## config.mk

```make
export PLATFORM = sky130hd
export DESIGN_NAME = eeprom_guard
export DESIGN_NICKNAME = d
export VERILOG_FILES = /design/src/rtl/eg_pkg.sv /design/src/rtl/eg_ctrl.sv /design/src/rtl/eg_datapath.sv /design/src/rtl/eeprom_guard.sv
export SDC_FILE = /design/constraint.sdc
export NUM_CORES = 1
export LEC_CHECK = 0
export ABC_AREA = 1
export CORE_MARGIN = 2
export CORE_UTILIZATION = 50
export CTS_CLUSTER_SIZE = 8
export DETAILED_ROUTE_END_ITERATION = 8
export MAX_ROUTING_LAYER = met4
export PLACE_DENSITY = 0.77
export SLEW_MARGIN = 20
export SYNTH_ARGS = -nofsm -noshare
export SYNTH_HDL_FRONTEND = slang
export SYNTH_SLANG_ARGS = --single-unit
```

## constraint.sdc

```tcl
create_clock -name clk -period 1.8 [get_ports clk]
set_clock_uncertainty 0.15 [all_clocks]
set_input_delay 0.27 -clock clk [delete_from_list [all_inputs] [get_ports clk]]
set_output_delay 0.27 -clock clk [all_outputs]
set_load 0.05 [all_outputs]
```

## src/rtl/eg_pkg.sv

```systemverilog
package eg_pkg;
  typedef enum logic [2:0] {
    CmdNone, CmdWren, CmdWrdi, CmdRdsr, CmdWrsr, CmdRead, CmdWrite
  } cmd_e;

  typedef struct packed {
    logic frameStart;
    logic bitIn;
    logic addrHiStb;
    logic addrLoStb;
    logic dataStb;
    logic outLoadStatus;
    logic outLoadArray;
    logic outShift;
  } dpCtl_t;

  function automatic cmd_e decodeOp(input logic [7:0] op);
    case (op)
      8'h06:   return CmdWren;
      8'h04:   return CmdWrdi;
      8'h05:   return CmdRdsr;
      8'h01:   return CmdWrsr;
      8'h03:   return CmdRead;
      8'h02:   return CmdWrite;
      default: return CmdNone;
    endcase
  endfunction
endpackage

```

## src/rtl/eg_ctrl.sv

```systemverilog
module eg_ctrl
  import eg_pkg::*;
(
  input  logic         clk,
  input  logic         rstN,
  input  logic         csN,
  input  logic         sclk,
  input  logic         wpN,
  input  logic [7:0]   rxNext,
  input  logic         newSrwd,
  input  logic [1:0]   newBp,
  input  logic [1:0]   guardBits,
  output dpCtl_t       ctl,
  output logic [7:0]   statusByte,
  output logic         commitValid,
  output logic         csIdle
);
  logic csS, csD, sclkS, sclkD, wpS;
  logic sclkRise, sclkFall, csRise, csFall;
  logic [2:0] bitPos;
  logic [3:0] byteCnt;
  cmd_e cmd;
  logic wel, srwd;
  logic [1:0] bp;
  logic byteDone, aligned, hwLock, inRegion, isAddrCmd, boundary;
  logic wrenOk, wrdiOk, wrsrOk, writeOk;

  // pin sampling
  always_ff @(posedge clk or negedge rstN) begin
    if (!rstN) begin
      csS <= 1'b1; csD <= 1'b1; sclkS <= 1'b0; sclkD <= 1'b0; wpS <= 1'b1;
    end else begin
      csS <= csN; csD <= csS; sclkS <= sclk; sclkD <= sclkS; wpS <= wpN;
    end
  end

  always_comb begin
    sclkRise = sclkS & ~sclkD & ~csS;
    sclkFall = ~sclkS & sclkD & ~csS;
    csFall   = ~csS & csD;
    csRise   = csS & ~csD;
    byteDone = sclkRise && (bitPos == 3'd7);
    aligned  = (bitPos == 3'd0);
    hwLock   = srwd & ~wpS;
    case (bp)
      2'b00:   inRegion = 1'b0;
      2'b01:   inRegion = (guardBits == 2'b11);
      2'b10:   inRegion = guardBits[1];
      default: inRegion = 1'b1;
    endcase
    isAddrCmd = (cmd == CmdRead) || (cmd == CmdWrite);
    boundary  = sclkFall && aligned;
  end

  // frame counters and opcode
  always_ff @(posedge clk or negedge rstN) begin
    if (!rstN) begin
      bitPos <= '0; byteCnt <= '0; cmd <= CmdNone;
    end else if (csFall) begin
      bitPos <= '0; byteCnt <= '0; cmd <= CmdNone;
    end else if (sclkRise) begin
      bitPos <= bitPos + 3'd1;
      if (byteDone) begin
        if (byteCnt != 4'hF) byteCnt <= byteCnt + 4'd1;
        if (byteCnt == 4'd0) cmd <= decodeOp(rxNext);
      end
    end
  end

  // strobes to the datapath
  always_comb begin
    ctl.frameStart    = csFall;
    ctl.bitIn         = sclkRise;
    ctl.addrHiStb     = byteDone && isAddrCmd && (byteCnt == 4'd1);
    ctl.addrLoStb     = byteDone && isAddrCmd && (byteCnt == 4'd2);
    ctl.dataStb       = byteDone && (((cmd == CmdWrsr) && (byteCnt == 4'd1)) ||
                                     ((cmd == CmdWrite) && (byteCnt >= 4'd3)));
    ctl.outLoadStatus = boundary && (cmd == CmdRdsr);
    ctl.outLoadArray  = boundary && (cmd == CmdRead) && (byteCnt >= 4'd3);
    ctl.outShift      = sclkFall && !(ctl.outLoadStatus || ctl.outLoadArray);
  end

  // acceptance at select release
  always_comb begin
    wrenOk  = csRise && aligned && (cmd == CmdWren) && (byteCnt == 4'd1);
    wrdiOk  = csRise && aligned && (cmd == CmdWrdi) && (byteCnt == 4'd1);
    wrsrOk  = csRise && aligned && (cmd == CmdWrsr) && (byteCnt == 4'd2) && wel && !hwLock;
    writeOk = csRise && aligned && (cmd == CmdWrite) && (byteCnt >= 4'd4) && wel && !inRegion;
  end

  always_ff @(posedge clk or negedge rstN) begin
    if (!rstN) begin
      wel <= 1'b0; srwd <= 1'b0; bp <= 2'b00; commitValid <= 1'b0;
    end else begin
      if (wrenOk) wel <= 1'b1;
      else if (wrdiOk || wrsrOk || writeOk) wel <= 1'b0;
      if (wrsrOk) begin
        srwd <= newSrwd;
        bp   <= newBp;
      end
      commitValid <= writeOk;
    end
  end

  assign statusByte = {srwd, 3'b000, bp, wel, 1'b0};
  assign csIdle     = csS;
endmodule

```

## src/rtl/eg_datapath.sv

```systemverilog
module eg_datapath
  import eg_pkg::*;
#(
  parameter int AddrW = 14,
  parameter int PageW = 6,
  localparam int CntW = PageW + 1,
  localparam int HiW  = AddrW - 8
) (
  input  logic             clk,
  input  logic             rstN,
  input  logic             mosi,
  input  dpCtl_t           ctl,
  input  logic [7:0]       statusByte,
  input  logic [7:0]       rdData,
  output logic [7:0]       rxNext,
  output logic [7:0]       dataByte,
  output logic [AddrW-1:0] wrStart,
  output logic [AddrW-1:0] wrEnd,
  output logic [CntW-1:0]  wrCount,
  output logic [AddrW-1:0] rdAddr,
  output logic             outBit
);
  localparam logic [CntW-1:0] PageBytes = CntW'(1 << PageW);

  logic mosiS;
  logic [7:0] rxShift, txShift;
  logic [HiW-1:0] addrHi;
  logic [AddrW-1:0] rdPtr;

  assign rxNext = {rxShift[6:0], mosiS};

  always_ff @(posedge clk or negedge rstN) begin
    if (!rstN) begin
      mosiS <= 1'b0; rxShift <= '0; addrHi <= '0; wrStart <= '0; rdPtr <= '0;
      dataByte <= '0; wrEnd <= '0; wrCount <= '0; txShift <= '0;
    end else begin
      mosiS <= mosi;
      if (ctl.frameStart) begin
        rxShift <= '0;
        wrCount <= '0;
        txShift <= '0;
      end else begin
        if (ctl.bitIn) rxShift <= rxNext;
        if (ctl.addrHiStb) addrHi <= rxNext[HiW-1:0];
        if (ctl.addrLoStb) begin
          wrStart <= {addrHi, rxNext};
          rdPtr   <= {addrHi, rxNext};
        end
        if (ctl.dataStb) begin
          dataByte <= rxNext;
          if (wrCount == '0) wrEnd <= wrStart;
          else wrEnd <= {wrEnd[AddrW-1:PageW], wrEnd[PageW-1:0] + 1'b1};
          if (wrCount != PageBytes) wrCount <= wrCount + 1'b1;
        end
        if (ctl.outLoadStatus) txShift <= statusByte;
        else if (ctl.outLoadArray) begin
          txShift <= rdData;
          rdPtr   <= rdPtr + 1'b1;
        end else if (ctl.outShift) txShift <= {txShift[6:0], 1'b0};
      end
    end
  end

  assign rdAddr = rdPtr;
  assign outBit = txShift[7];
endmodule

```

## src/rtl/eeprom_guard.sv

```systemverilog
module eeprom_guard
  import eg_pkg::*;
#(
  parameter int AddrW = 14,
  parameter int PageW = 6,
  localparam int CntW = PageW + 1
) (
  input  logic             clk,
  input  logic             rstN,
  input  logic             csN,
  input  logic             sclk,
  input  logic             mosi,
  input  logic             wpN,
  output logic             miso,
  output logic [AddrW-1:0] rdAddr,
  input  logic [7:0]       rdData,
  output logic             commitValid,
  output logic [AddrW-1:0] commitAddr,
  output logic [AddrW-1:0] commitEndAddr,
  output logic [7:0]       commitData,
  output logic [CntW-1:0]  commitCount
);
  dpCtl_t ctl;
  logic [7:0] statusByte, rxNext, dataByte;
  logic csIdle, outBit;

  eg_ctrl u_ctrl (
    .clk(clk), .rstN(rstN), .csN(csN), .sclk(sclk), .wpN(wpN),
    .rxNext(rxNext), .newSrwd(dataByte[7]), .newBp(dataByte[3:2]),
    .guardBits(commitAddr[AddrW-1 -: 2]), .ctl(ctl), .statusByte(statusByte),
    .commitValid(commitValid), .csIdle(csIdle)
  );

  eg_datapath #(.AddrW(AddrW), .PageW(PageW)) u_dp (
    .clk(clk), .rstN(rstN), .mosi(mosi), .ctl(ctl), .statusByte(statusByte),
    .rdData(rdData), .rxNext(rxNext), .dataByte(dataByte), .wrStart(commitAddr),
    .wrEnd(commitEndAddr), .wrCount(commitCount), .rdAddr(rdAddr), .outBit(outBit)
  );

  assign commitData = dataByte;
  assign miso = outBit & ~csIdle;
endmodule

```

==> metrics.cfg, run 1 <==
[synth]
syn_area_um2 = 5220
synth_edf_count = 0
ys_ff_latch = 99
ys_top_cells_by_area = dfrtp_1 (46%), nand2_1 (14%), nand3_1 (5.5%)
synth_top_area_share_pct = 46.0
synthArstFlopShare_pct = 100
synth.avg_cell_area_um2 = 7.91
ys_warn_count = 0
synth_nets = 685
ys_types = 39
yosys.area.top_type = dfrtp_1
ys.flop_type = dfrtp_1
synth_seq_area_share_pct = 47.5
post_synth_inst_count = 660

[detailed_routing]
wl_per_cell_um = 15.2
drc = 0
vias = 5034
post_drt_via_cell_ratio = 5.36
wl_mm = 14.3
drtAntennaViolNets = 0
drt_iter0_markers = 234
first_pass_iters = 5

[timing]
rsz0062_at_grt = true
min_period_ns = 1.89
fin_crit_sh_pct = 105
relSlewSlack_pct = 74.2
tns_ns = -1.16
final_max_slew_viol_count = 0
setup_viol = 39
tightest_slew_ns = 0.387
whs_ns = 0.147
hold_violations = 0
setup_slack_ns = -0.0867
fmax_ghz = 0.530

[setup_path]
end_kind = flop
cp_data_required_time_ns = 1.90
slowest_stage = dfrtp_1
cp.arrival_ns = 1.99
start_kind = flop
slowest_delay_ns = 0.39
critPathKind = reg -> reg
cp_max_fo = 6
worstPathCellList = ha_2 -> ha_4 -> inv_2 -> nor2_4 -> buf_12 -> nand3_4 -> nand2_4 -> nand2_8 -> o21ai_2 -> nand2_1

[floorplanning]
rows = 37
design.core.area_um2 = 10200
initial_utilization_pct = 51.0
die_h_um = 106
io_pins = 73
die_x_um = 106
die_area_um2 = 11300

[min_path]
hold_path_class = in -> reg

[clock_network]
cts_root_buf = clkbuf_8
cts_tree = yes
htree_levels = 3
worstSkewPairLatency_ns = 0.37
cts_buffers = 9
cts_buffer_depth = 2
clk_pin_slew_ns = 0.10
cts.sinks = 99

[final_layout]
n_antenna_cell = 0
synthToLayoutAreaGrowth_pct = 36.6
n_fill_cell = 790
drive_gt1_share_pct = 30.8
mostFrequentLayoutCell = nand2_1
fin_area_um2 = 7130
final_cell_mix = nand2_1 (170), buf_4 (109), dfrtp_1 (91), inv_1 (63), nand3_1 (51)
finalNetCount = 824

[run]
maxCapViolCount = 0

[pwr]
powerDensity_nw_per_um2 = 680
leakage_nw = 3.53
power_mw = 4.85
ir_drop_v = 0.000423

[global_routing]
antenna_found_initial = 0
grt_pass1_vias = 4762
grt_pass1_wl_mm = 22.7
grt_max_degree = 70
grt_usage_pct = 26.0
grt_overflow = 0

[run_status]
violations = negative setup slack
status = finished with violations

[placement]
placed_area_um2 = 6420
gp_congestion = 0.889
port_buffers = 72
hpwl_mm = 10.2

[worst max-delay path: cells and delay by family, from the launching register on]
kind,cells,cell delay [ns]
and+or+nand+nor,5,0.60
DFF,1,0.39
adders and majority gates,2,0.33
buffers and inverters,2,0.19
AOI/OAI and AO/OA,1,0.11
[path summary, 6_finish.rpt]
kind                            slack (ns)        endpoint              from  depth (start not counted)
worst min register to register        0.27      u_ctrl.csD     u_ctrl.csIdle                          0
worst min-delay path                  0.15   u_ctrl.csIdle               csN                          1
worst max-delay path                 -0.09  u_dp.rdAddr[9]  u_ctrl.bitPos[1]                         10
max in group asynchronous             0.84      u_ctrl.wpS              rstN                          3
min in group asynchronous             0.29   u_dp.wrEnd[5]              rstN                          3
worst max register to register       -0.09  u_dp.rdAddr[9]  u_ctrl.bitPos[1]                         10
[through the flow]
step	instances	utilization, %	setup slack, ns
CTS	925	66.0	-0.0280
global route	940	69.7	-0.168
floorplan	660	-	-0.0396
detailed placement	904	62.8	-0.0486
global placement	904	62.8	-0.0414
finish	940	69.7	-0.0867
[cell usage after synthesis (5+ instances only)]
library cell,n
a21oi_1,5
buf_2,8
inv_1,71
nand3_1,57
dfrtp_1,96
inv_2,5
nor2_2,5
nor3_1,8
xor2_1,8
nor2_1,52
o21ai_1,22
o21ai_0,41
ha_1,11
o21ai_2,6
nand3_2,7
nand2_1,191
nand4_1,24
[sequential cells by signal, indices dropped and copies added, names as in the netlist, 2 cells and up]
register / cells
u_dp.addrHi: 6
u_dp.wrEnd: 14
u_dp.dataByte: 8
u_dp.rxShift: 7
u_ctrl.bitPos: 3
u_dp.wrCount: 7
u_dp.txShift: 8
u_ctrl.bp: 2
u_ctrl.cmd: 3
u_dp.rdAddr: 14
u_ctrl.byteCnt: 4
u_dp.wrStart: 14
[power breakdown]
group | switching, mW | leakage (nW) | total, mW | internal (mW)
sequential | 0.0511 | 1.35 | 2.34 | 2.29
combinational | 0.565 | 2.07 | 0.968 | 0.404
clock | 0.833 | 0.111 | 1.54 | 0.711
[routing by layer]
| layer | part of all wire [%] | wire length (um) | GRT usage (%) | vias up |
|---|---|---|---|---|
| li1 | - | - | - | 2429 |
| met1 | 41 | 5850 | 33.4 | 2423 |
| met2 | 51 | 7350 | 41.9 | 156 |
| met3 | 5.0 | 721 | 3.62 | 26 |
| met4 | 2.7 | 389 | 10.4 | 0 |
| met5 | 0 | 0 | - | - |
[cell type report]
cell class | count | area (um^2) | share of cell area [%]
Clock buffer | 10 | 138 | 1.93
Clock inverter | 6 | 78.8 | 1.11
Inverter | 78 | 307 | 4.30
Multi-Input combinational cell | 467 | 2620 | 36.7
Sequential cell | 99 | 2490 | 34.9
Tap cell | 136 | 170 | 2.39
Timing Repair Buffer | 144 | 1340 | 18.7
[timing repair]
item | CTS | global route
hold buffers | 1 | 0
resized for setup | 18 | 68
hold endpoints to repair | 96 | 0
setup endpoints to repair | 36 | 85
buffers inserted | 3 | 14
gates cloned | 1 | 1
pin swaps | 6 | 14
[kinds of logic (layout without fill, tap and decap cells)]
group,count (synthesis),in the layout,synth area share [%]
adder cells (fa/ha/maj),11,11,2.64
flip-flops,99,99,47.5
AO/OA/AOI/OAI,85,85,9.01
buffers and inverters,96,238,7.84
AND/OR/NAND/NOR,359,361,31.3
XOR/XNOR,10,10,1.68
No activity file was read; power rests on OpenSTA's default activity.
==> run 2, diff against run 1 <==
--- a/config.mk
+++ b/config.mk
@@ -7,4 +7,5 @@
 export LEC_CHECK = 0
 export ABC_AREA = 1
+export CAP_MARGIN = 10
 export CORE_MARGIN = 2
 export CORE_UTILIZATION = 50
==> constraint.sdc (replaced) <==
create_clock -name clk -period 1.8 [get_ports clk]
set_clock_uncertainty 0.15 [all_clocks]
set_input_delay 0.36 -clock clk [delete_from_list [all_inputs] [get_ports clk]]
set_output_delay 0.36 -clock clk [all_outputs]
set_load 0.05 [all_outputs]
==> run 2 against run 1 <==
Effect of this change:
- the flow still finishes with violations (negative setup slack)
- global-route usage up 0.80 points
- non-clock buffer count up 2
- die area unchanged
- cell count up 0.11%
- critical endpoint is now u_dp.rdAddr[7]
- largest cell class unchanged
==> metrics.cfg, run 2 (same netlist as run 1, synthesis figures left out) <==
[final_layout]
drive_gt1_share_pct = 33.4
mostFrequentLayoutCell = nand2_1
n_antenna_cell = 0
synthToLayoutAreaGrowth_pct = 47.1
finalNetCount = 825
fin_area_um2 = 7680
final_cell_mix = nand2_1 (161), dfrtp_1 (89), buf_4 (70), inv_1 (61), nor2_1 (49)
final_core_util_pct = 75.0

[setup_path]
cp.arrival_ns = 1.98
start_kind = flop
cp_data_required_time_ns = 1.90
crit_top_cell = nand2_4
end_kind = flop
cp_num_buf_inv = 1
slowest_stage = dfrtp_1
critPathKind = reg -> reg
critPathTopFamily = simple AND/OR/NAND/NOR gates
cp_max_fo = 6
worstPathCellList = ha_2 -> ha_4 -> inv_2 -> nor2_4 -> nand3_4 -> nand2_4 -> nand2_4 -> o21ai_2 -> nand2_1
slowest_delay_ns = 0.38

[timing]
fin_crit_sh_pct = 104
setup_viol = 55
final_max_slew_viol_count = 0
fmax_ghz = 0.533
relSlewSlack_pct = 73.1
min_period_ns = 1.88
setup_slack_ns = -0.0772
whs_ns = 0.234
hold_violations = 0
tightest_slew_ns = 0.403
rsz0062_at_grt = true

[global_routing]
grt_usage_pct = 26.8
grt_pass1_vias = 4923
grt_pass1_wl_mm = 23.4
antenna_found_initial = 0
grt_overflow = 0
grt_max_degree = 39

[pwr]
powerDensity_nw_per_um2 = 663
power_frac_clock_pct = 32.1
power_mw = 5.09
ir_drop_v = 0.000538
p_int_mw = 3.57
combPwrFrac_pct = 21.8
p_seq_share_pct = 46.1
p_sw_share_pct = 29.8
leakage_nw = 3.67
p_sw_mw = 1.52

[detailed_routing]
drc = 0
vias = 5198
wl_mm = 15.5
wl_per_cell_um = 16.5
first_pass_iters = 5
post_drt_via_cell_ratio = 5.52
drt_iter0_markers = 389
drtAntennaViolNets = 0

[clock_network]
cts.sinks = 99
clk_pin_slew_ns = 0.10
cts_buffer_depth = 2
cts_buffers = 9
cts_tree = yes
htree_levels = 3
worstSkewPairLatency_ns = 0.37
cts_root_buf = clkbuf_8

[placement]
gp_congestion = 0.924
place_ws_ns = -0.0611
hpwl_mm = 10.5
port_buffers = 72
placed_area_um2 = 6830

[floorplanning]
io_pins = 73
die_x_um = 106
design.core.area_um2 = 10200
rows = 37
die_area_um2 = 11300
initial_utilization_pct = 51.0
die_h_um = 106

[run_status]
violations = negative setup slack
status = finished with violations

[min_path]
hold_path_class = in -> reg

[run]
maxCapViolCount = 0

-- run 2: cell types whose count changed in the layout (fill, tap and decap cells not counted), moves of 9 or more --
cell / delta
buf_4: -39
buf_12: +33
nand2_1: -9
nand2_2: +11
-- run 2: area by class of cell --
cell class	count	area [um^2]
multi-input combinational	466	2690
clock inverter	6	96.3
inverter	78	304
tap	136	170
sequential	99	2490
fill	657	2550
clock buffer	10	128
timing repair buffer	146	1800
-- run 2: through the flow --
step                      setup TNS, ns  cells
after floorplan                  -0.190    660
after global placement           -0.103    903
after detailed placement         -0.936    903
after CTS                        -0.116    924
after global routing              -7.69    941
final                             -1.82    941
-- run 2: per-layer routing --
metal  wire length [um]  track usage (%)  up-vias
met5                  0                -        -
met1               6130             32.6     2485
li1                   -                -     2432
met4                552             11.3        0
met3                981             4.29       52
met2               7850             44.6      229
-- run 2: power groups by stage --
| stage | sequential (mW) | clock [mW] | combinational (mW) |
|---|---|---|---|
| after floorplan | 2.47 | 0 | 0.336 |
| after global placement | 2.37 | 0 | 0.883 |
| after detailed placement | 2.38 | 0 | 0.902 |
| after CTS | 2.33 | 1.64 | 0.953 |
| after global routing | 2.35 | 1.74 | 1.21 |
| final | 2.35 | 1.63 | 1.11 |
-- run 2: final timing paths --
path / start / end / slack (ns) / cells after the start
min in group asynchronous: rstN / u_dp.wrEnd[9] / 0.30 / 2
max: u_ctrl.bitPos[0] / u_dp.rdAddr[7] / -0.08 / 9
min reg2reg: u_ctrl.csIdle / u_ctrl.csD / 0.26 / 0
min: csN / u_ctrl.csIdle / 0.23 / 1
max reg2reg: u_ctrl.bitPos[0] / u_dp.rdAddr[7] / -0.08 / 9
max in group asynchronous: rstN / u_ctrl.wpS / 0.61 / 3
-- run 2: timing repair --
item                                   4_1_cts  5_1_grt
buffers inserted                             3       16
resized for setup                           22      102
endpoints found under the hold margin       27        0
gates cloned                                 1        1
pin swaps                                   11       24
setup endpoints to repair                   44       91
hold buffers                                 1        0
-- run 2: worst register-to-register path, delay by kind of cell, from the launching register on --
family	cells	cell delay, ns
adder cells (fa/ha/maj)	2	0.33
AO/OA/AOI/OAI	1	0.12
flip-flops	1	0.38
AND/OR/NAND/NOR	5	0.72
buffers and inverters	1	0.04
==> run 3, diff against run 2 <==
SLEW_MARGIN = 30   (was 20)
==> results of run 3 <==
The final DEF is identical to that of run 2; final timing and power are the same.
